File: config.mk
export PLATFORM = sky130hd
export DESIGN_NAME = serial_code_latch_bank
export DESIGN_NICKNAME = d
export VERILOG_FILES = /design/src/rtl/scl_pkg.sv /design/src/rtl/scl_pin_sync.sv /design/src/rtl/scl_shift_front.sv /design/src/rtl/scl_latch_bank.sv /design/src/rtl/serial_code_latch_bank.sv
export SDC_FILE = /design/constraint.sdc
export NUM_CORES = 1
export LEC_CHECK = 0
export ABC_AREA = 1
export BUFFER_PORTS_ARGS = -buffer_cell sky130_fd_sc_hd__buf_2
export CORE_MARGIN = 2
export CORE_UTILIZATION = 36
export DETAILED_ROUTE_END_ITERATION = 8
export PLACE_DENSITY = 0.61
export SYNTH_ARGS = -nofsm -noshare
export SYNTH_HDL_FRONTEND = slang
export SYNTH_HIERARCHICAL = 1
export SYNTH_SLANG_ARGS = --single-unit
File: constraint.sdc
create_clock -name clk -period 1.55 [get_ports clk]
set_clock_uncertainty 0.05 [all_clocks]
set_input_delay 0.31 -clock clk [delete_from_list [all_inputs] [get_ports clk]]
set_output_delay 0.31 -clock clk [all_outputs]
set_load 0.01 [all_outputs]
File: src/rtl/scl_pkg.sv
package scl_pkg;

  localparam int ADDR_W_DEF = 3;
  localparam int DATA_W_DEF = 8;

  // Raw or synchronised copy of the five asynchronous control pins.
  typedef struct packed {
    logic preset_n;
    logic shdn_n;
    logic sel_n;
    logic sclk;
    logic dat;
  } pins_t;

  // Pin levels while the port is idle: select high, clock low.
  localparam pins_t PINS_IDLE = '{preset_n: 1'b1, shdn_n: 1'b1, sel_n: 1'b1,
                                  sclk: 1'b0, dat: 1'b0};

endpackage

File: src/rtl/scl_pin_sync.sv
module scl_pin_sync #(
  parameter int            W       = 1,
  parameter int            STAGES  = 2,
  parameter logic [W-1:0]  RST_VAL = '0
) (
  input  logic         clk,
  input  logic         rst,
  input  logic [W-1:0] d_i,
  output logic [W-1:0] q_o
);

  logic [W-1:0] chain [STAGES];

  always_ff @(posedge clk) begin
    if (rst) begin
      for (int s = 0; s < STAGES; s++) chain[s] <= RST_VAL;
    end else begin
      chain[0] <= d_i;
      for (int s = 1; s < STAGES; s++) chain[s] <= chain[s-1];
    end
  end

  assign q_o = chain[STAGES-1];

endmodule

File: src/rtl/scl_shift_front.sv
module scl_shift_front #(
  parameter int ADDR_W = 3,
  parameter int DATA_W = 8,
  localparam int FRAME_W = ADDR_W + DATA_W
) (
  input  logic               clk,
  input  logic               rst,
  input  logic               sclk_s,
  input  logic               sel_n_s,
  input  logic               dat_s,
  input  logic               pre_act,
  input  logic               shdn_act,
  output logic               load_o,
  output logic [FRAME_W-1:0] frame_o,
  output logic               sdat_o
);

  logic               sclk_d;
  logic               sel_n_d;
  logic               shift_en;
  logic [FRAME_W-1:0] sreg;
  logic               stage_q;

  // One-cycle delayed copies for edge detection.
  always_ff @(posedge clk) begin
    if (rst) begin
      sclk_d  <= 1'b0;
      sel_n_d <= 1'b1;
    end else begin
      sclk_d  <= sclk_s;
      sel_n_d <= sel_n_s;
    end
  end

  assign shift_en = sclk_s & ~sclk_d & ~sel_n_s;
  assign load_o   = sel_n_s & ~sel_n_d;

  // Frame register: preset leaves it untouched.
  always_ff @(posedge clk) begin
    if (rst)           sreg <= '0;
    else if (shift_en) sreg <= {sreg[FRAME_W-2:0], dat_s};
  end

  // Daisy-chain stage: takes the bit falling off the top of the register.
  always_ff @(posedge clk) begin
    if (rst)           stage_q <= 1'b0;
    else if (pre_act)  stage_q <= 1'b0;
    else if (shift_en) stage_q <= sreg[FRAME_W-1];
  end

  assign frame_o = sreg;
  assign sdat_o  = shdn_act | stage_q;

endmodule

File: src/rtl/scl_latch_bank.sv
module scl_latch_bank #(
  parameter int NCH    = 6,
  parameter int ADDR_W = 3,
  parameter int DATA_W = 8,
  localparam int FRAME_W = ADDR_W + DATA_W
) (
  input  logic                  clk,
  input  logic                  rst,
  input  logic                  load_i,
  input  logic [FRAME_W-1:0]    frame_i,
  input  logic                  pre_act,
  input  logic                  shdn_req,
  output logic [NCH*DATA_W-1:0] code_o,
  output logic [NCH-1:0]        shdn_o
);

  localparam logic [DATA_W-1:0] MID = DATA_W'(1) << (DATA_W - 1);

  logic [ADDR_W-1:0] addr;
  logic [DATA_W-1:0] data;

  assign addr = frame_i[FRAME_W-1:DATA_W];
  assign data = frame_i[DATA_W-1:0];

  for (genvar c = 0; c < NCH; c++) begin : g_ch
    logic              hit;
    logic [DATA_W-1:0] code_q;
    logic              off_q;

    assign hit = load_i && (addr == ADDR_W'(c));

    always_ff @(posedge clk) begin
      if (rst || pre_act) code_q <= MID;
      else if (hit)       code_q <= data;
    end

    always_ff @(posedge clk) begin
      if (rst) off_q <= 1'b0;
      else     off_q <= shdn_req;
    end

    assign code_o[c*DATA_W +: DATA_W] = code_q;
    assign shdn_o[c]                  = off_q;
  end

endmodule

File: src/rtl/serial_code_latch_bank.sv
module serial_code_latch_bank
  import scl_pkg::*;
#(
  parameter int NCH         = 6,
  parameter int ADDR_W      = ADDR_W_DEF,
  parameter int DATA_W      = DATA_W_DEF,
  parameter int SYNC_STAGES = 2
) (
  input  logic                  clk,
  input  logic                  rst,
  input  logic                  sclk_i,
  input  logic                  sel_n_i,
  input  logic                  sdat_i,
  input  logic                  preset_n_i,
  input  logic                  shdn_n_i,
  output logic [NCH*DATA_W-1:0] code_o,
  output logic [NCH-1:0]        shdn_o,
  output logic                  sdat_o
);

  localparam int FRAME_W = ADDR_W + DATA_W;
  localparam int PIN_W   = $bits(pins_t);

  pins_t              pins_raw;
  pins_t              pins_s;
  logic [PIN_W-1:0]   pins_vec;
  logic               pre_act_w;
  logic               shdn_act_q;
  logic               load_w;
  logic [FRAME_W-1:0] frame_w;

  assign pins_raw = '{preset_n: preset_n_i, shdn_n: shdn_n_i, sel_n: sel_n_i,
                      sclk: sclk_i, dat: sdat_i};

  scl_pin_sync #(
    .W      (PIN_W),
    .STAGES (SYNC_STAGES),
    .RST_VAL(PINS_IDLE)
  ) i_sync (
    .clk(clk),
    .rst(rst),
    .d_i(pins_raw),
    .q_o(pins_vec)
  );

  assign pins_s    = pins_vec;
  assign pre_act_w = ~pins_s.preset_n;

  // Registered shutdown level that gates the serial output.
  always_ff @(posedge clk) begin
    if (rst) shdn_act_q <= 1'b0;
    else     shdn_act_q <= ~pins_s.shdn_n;
  end

  scl_shift_front #(
    .ADDR_W(ADDR_W),
    .DATA_W(DATA_W)
  ) i_front (
    .clk     (clk),
    .rst     (rst),
    .sclk_s  (pins_s.sclk),
    .sel_n_s (pins_s.sel_n),
    .dat_s   (pins_s.dat),
    .pre_act (pre_act_w),
    .shdn_act(shdn_act_q),
    .load_o  (load_w),
    .frame_o (frame_w),
    .sdat_o  (sdat_o)
  );

  scl_latch_bank #(
    .NCH   (NCH),
    .ADDR_W(ADDR_W),
    .DATA_W(DATA_W)
  ) i_bank (
    .clk     (clk),
    .rst     (rst),
    .load_i  (load_w),
    .frame_i (frame_w),
    .pre_act (pre_act_w),
    .shdn_req(~pins_s.shdn_n),
    .code_o  (code_o),
    .shdn_o  (shdn_o)
  );

endmodule

# Word level (Yosys, flattened, before mapping)
# Memory sizes are Yosys's and may differ from the RTL's.
# Index checks and enable logic that the tools add are counted.
[word_totals]
regBits = 63
ramBits = 10
inputBits = 7
output_inout_bits = 55
word_cells = 42
memories = 1
[memory_table]
columns = ["memory", "words", "width", "read_ports", "rd_clocked_by_memory_dff", "wr", "line", "rtl"]
rows = [
  ["i_sync.chain", 2, 5, 2, 0, 2, "scl_pin_sync.sv:12", "logic [W-1:0] chain [STAGES];"],
]
[classes]
n_eq_ne = 5
mux = 5
bitwise = 11
reduce_logical = 9
[op_table]
columns = ["cell", "count"]
rows = [
  ["5-bit 2-to-1 mux", 2],
  ["3-bit by 2-bit equality test with 1-bit output, second input constant", 2],
  ["3-bit equality test, second input constant", 2],
  ["1-bit logical AND", 6],
  ["1-bit NOT", 5],
  ["1-bit bitwise AND", 3],
  ["3-bit by 1-bit equality test with 1-bit output, second input constant", 1],
  ["3-bit logical NOT", 1],
  ["1-bit 2-to-1 mux", 3],
  ["1-bit bitwise OR", 3],
  ["2-bit OR reduction", 1],
  ["1-bit logical OR", 1],
]

# Logic depth before layout (Yosys ltp)
[depth]
ltp_word = 3
ltp_mapped = 9
ltp_nobuf = 7

# Modules after synthesis
# The synthesis kept the hierarchy.
[by_module_without_submodules]
columns = ["module", "n_inst", "cells_per_inst", "area_each_um2", "seq_area_each_um2"]
rows = [
  ["scl_latch_bank", 1, 287, 2033.2, 980.9],
  ["scl_shift_front", 1, 87, 575.6, 280.3],
  ["scl_pin_sync", 1, 36, 319.1, 200.2],
  ["serial_code_latch_bank", 1, 4, 31.3, 20.0],
]

# Least setup slack after synthesis
# Ideal clock, no wire load.
[synth_timing]
path_kind = "register to register"
startpoint = "memory i_sync/chain[0][7] (netlist bit)"
endpoint = "register i_bank.g_ch[5].code_q[4]"
setup_time_ns = 0.113
arrival_ns = 1.161
slack_ns = 0.226
path_stages_with_launch = 10
path_cell_list = "dfxtp_1 > buf_4 > inv_2 > nor2_1 > nand2_1 > inv_1 > buf_4 > nand3_1 > nand2_1 > nor2_1"
[synth_lines]
columns = ["item", "line", "rtl"]
rows = [
  ["start, declared", "scl_pin_sync.sv:12", ""],
  ["end signal, assigned", "scl_latch_bank.sv:34", "else if (hit) code_q <= data;"],
  ["end, declared", "scl_latch_bank.sv:27", "logic [DATA_W-1:0] code_q;"],
]

# Worst setup path after layout
[layout_timing]
startpoint = "register i_front.stage_q"
endpoint = "output sdat_o"
[layout_via]
elab_chain_len = 1
[layout_lines]
columns = ["item", "line", "rtl"]
rows = [
  ["start, declared", "scl_shift_front.sv:22", "logic stage_q;"],
  ["start signal, assigned", "scl_shift_front.sv:48", "else if (shift_en) stage_q <= sreg[FRAME_W-1];"],
  ["1-bit bitwise OR", "scl_shift_front.sv:52", "assign sdat_o = shdn_act | stage_q;"],
  ["end, declared", "serial_code_latch_bank.sv:18", "output logic sdat_o"],
]
# Every way passes these cells.

==> results <==
- 0 antenna diodes ended up in the layout.
- Counting every instance in the synthesized netlist gives 414.
- The maximum buffer depth of the clock tree is 2.
- The clock net sink count is 74.
- For this block, the routed nets add up to 6.23 mm of wire.
- The pin count of the biggest net entering global routing is 49.
- The global-route congestion overflow total is 0.
- The kind of cell with the highest combined delay on the critical path is flip-flops.
- The weighted congestion at the end of routability-driven global placement is 0.754.
- In the final design database the tool counted 473 nets.
- The layout cell share with drive strength beyond 1 is 20.7%.
- The CTS clock-pin slew for the worst setup and hold paths is 70 ps.
- The worst reg-to-reg setup slack is 130 ps.
- The number of pins exceeding their max-slew limit in the final report is 0.
- The depth of the critical timing path with buffers and inverters included is 2.
- The antenna violation net count after detailed routing is 0.
- Using the TritonRoute via totals, the vias-per-cell ratio works out to 4.39.
- Row generation in the floorplan step produced 33 rows.
- Across all hold checks on the routed design, the worst slack comes to 97.9 ps.
- From bottom edge to top edge, the die measures 94.7 um.
- The design draws 3.35 mW.
- Input and output buffers added on the ports amount to 61.
- For this run, the number of Yosys warnings is 6.
- After detailed routing, the average wire length per cell comes to 10.9 um.
- The count of final hold-check violations came to 0.
- Once detailed placement completed, the half-perimeter wirelength came to 4.28 mm.
- The number of DRC markers after the initial detailed-route iteration is 115.
- By startpoint and endpoint, the worst setup path is classified as reg -> out.
- In this design, the stage delay of the slowest critical-path cell is 310 ps.
- The area of all placed cells without fillers is 0.00345 mm^2.
- CTS built an H-tree with a depth of 3.
- In this run the worst hold path is classified as in -> reg.
- In the final timing run, aggregate negative setup slack is 0 ps.
- The filler-free cell count of the finished design is 574.
- The hold buffer count at cts is 0.
- The synthesized design contains 74 register bits.
- The later pin in the worst-skew pair is clocked with a latency of 330 ps.
- The maximum resistive drop on vdd is 450 uV.
- The overall die width is 94.7 um.
- The I/O pin total is 62.
- The required time at the worst-slack endpoint is 1190 ps.
- The aggregate global-route resource usage is 14.7%.
- Of the synthesized area, sequential elements account for 50.1%.
- The end of the worst register-to-register path is i_bank/g_ch[0].code_q[0].
- The first global-routing pass estimated 10.0 mm of wire.
- The die covers 0.00896 mm^2.
- Synthesis instantiated 15 different standard cells from the library.
- TritonCTS built the clock tree.
- Counting tap cells, the placed design contains a total of 560 instances.
- The number of antenna violations at the first check in global routing is 0.
- In this run the worst setup path terminates at sdat_o.
- The kind of start point of the critical path is a flip-flop.
- The post-detailed-placement cell area is 0.00329 mm^2.
- In this run the worst setup path begins at i_front/stage_q.
- For this design the static power due to leakage is 1.68 nW.
- The number of buffers added by the clock tree synthesis step is 9.
- Setup repair after global routing left no endpoint under its margin.
- Dividing total power by cell area gives a power density of 971 mW/mm^2.
- The flow ran to the end, and the final reports show no timing, DRC or antenna violations.
- The achievable frequency is 0.704 GHz.
- Setup violations remaining at the end of the flow were counted as 0.
- The sort of element at the end of the critical path is an output pin.
- From synthesis to final layout, the design area changed by 16.7%.
- The via count of the first global-routing pass is 2141.
- The library cells used most frequently in the layout, excluding fill and tap cells, are sky130_fd_sc_hd__nor2_1 (118), sky130_fd_sc_hd__nand2_1 (88), sky130_fd_sc_hd__dfxtp_1 (74).
- The critical path buffer and inverter count is 1.
- For this run, design rule violations remaining after detail routing come to 0.
- The worst slew margin relative to its limit is 70.1%.
- The logic depth of the worst register-to-register path is 6.
- In this run the critical register-to-register path is launched from i_sync/chain[0][7].
- The standard cell with the maximum stage delay on the critical path is sky130_fd_sc_hd__dfxtp_1.
- The final critical-path required period is 1420 ps.
- The effective utilization at floorplan is 36.6%.
- Max-cap violations in this run came to 0.
- After floorplanning, the core was sized to cover 0.00809 mm^2.
- Of all nets on the critical path, the largest fanout is 2.
- The detailed router placed 2518 vias in this run.
- Traced cell by cell, the critical path runs through or2_2, buf_2.
- The slew at the pin closest to its max-slew limit is 447 ps.
- The ratio of final minimum period to clock period is 91.7%.
- The number of nets handed over by synthesis was 421.
- Leaving out fill and tap cells, the most frequent cell in the layout is sky130_fd_sc_hd__nor2_1.
- Data arrives at the worst endpoint at 1060 ps.
- The average size of a mapped cell is 7.15 um^2.
- Post-CTS timing repair inserted 0 buffers for setup.
- Before antenna repair, the detailed router went through 4 iterations.
- Clock tree synthesis selected as its root buffer the cell sky130_fd_sc_hd__clkbuf_8.
- The netlist area before placement is 0.00296 mm^2.
## report_power, final
part / switching, mW / internal, mW
sequential: 0.0123 / 1.93
combinational: 0.109 / 0.0586
clock: 0.644 / 0.602
## worst min-delay path, stage by stage
cell	delay (ps)
sky130_fd_sc_hd__buf_2	70
sky130_fd_sc_hd__inv_1	30
sky130_fd_sc_hd__nand2_1	40
## synthesized netlist by cell type
cell / instances / area share [%]
sky130_fd_sc_hd__nand3_2: 1 / 0.34
sky130_fd_sc_hd__o21ai_0: 3 / 0.51
sky130_fd_sc_hd__inv_1: 40 / 5.1
sky130_fd_sc_hd__nor2_1: 119 / 15
sky130_fd_sc_hd__buf_4: 14 / 3.6
sky130_fd_sc_hd__nand2_1: 88 / 11
sky130_fd_sc_hd__nand3_1: 48 / 8.1
sky130_fd_sc_hd__buf_2: 9 / 1.5
sky130_fd_sc_hd__inv_2: 3 / 0.38
sky130_fd_sc_hd__nor2_4: 4 / 1.5
sky130_fd_sc_hd__dfxtp_1: 74 / 50
sky130_fd_sc_hd__nor2_2: 5 / 1.1
sky130_fd_sc_hd__nand2_2: 3 / 0.63
sky130_fd_sc_hd__or2_2: 1 / 0.21
sky130_fd_sc_hd__buf_6: 2 / 0.76
## cells by family (layout without fill, tap and decap cells)
logic type / Yosys count / after routing / share of synthesized area [%]
compound gates: 3 / 3 / 0.507
flops: 74 / 74 / 50.1
buf+inv: 68 / 123 / 11.3
simple gates: 269 / 269 / 38.1
## flip-flops by register name (all words and copies together), names as in the netlist
register and flops:
i_front/stage_q 1, i_front/sclk_d 1, i_sync/chain 10, shdn_act_q 1, i_front/frame_o 11, i_bank/g_ch.code_q 48
i_front/sel_n_d 1, i_bank/g_ch.off_q 1
## what timing repair did
action / CTS / global route
resized for setup: 0 / 1
hold endpoints to repair: 0 / 0
setup endpoints to repair: 0 / 1
## worst min-delay path by stage
stage	from	endpoint	slack, ps	depth (start not counted)
2_1_floorplan	rst	shdn_act_q	330	1
3_3_place_gp	i_sync/chain[0][0]	i_sync/chain[0][5]	340	2
3_5_place_dp	i_sync/chain[0][8]	shdn_act_q	340	1
4_1_cts	sel_n_i	i_sync/chain[0][2]	80	3
5_1_grt	sel_n_i	i_sync/chain[0][2]	90	3
6_report	sel_n_i	i_sync/chain[0][2]	100	3
## routing by layer
layer | global-route usage, % | wire (um)
met5 | 0 | 0
met4 | 4.71 | 71
met3 | 5.11 | 359
met2 | 23.0 | 2900
met1 | 18.9 | 2900
## cell type report
type	count	area (um^2)
clock buffers	11	141
clock inverters	3	17.5
fillers	913	4640
inverters	43	161
multi-input cells	272	1150
flip-flops and latches	74	1480
well taps	105	131
repair buffers	66	368
## metrics by stage
stage	utilization, %	setup WS, ps
finish	42.7	129
global route	42.7	26.9
CTS	42.6	104
detailed placement	40.6	125
global placement	40.6	171
floorplan	-	226
No activity file was read; power rests on OpenSTA's default activity.
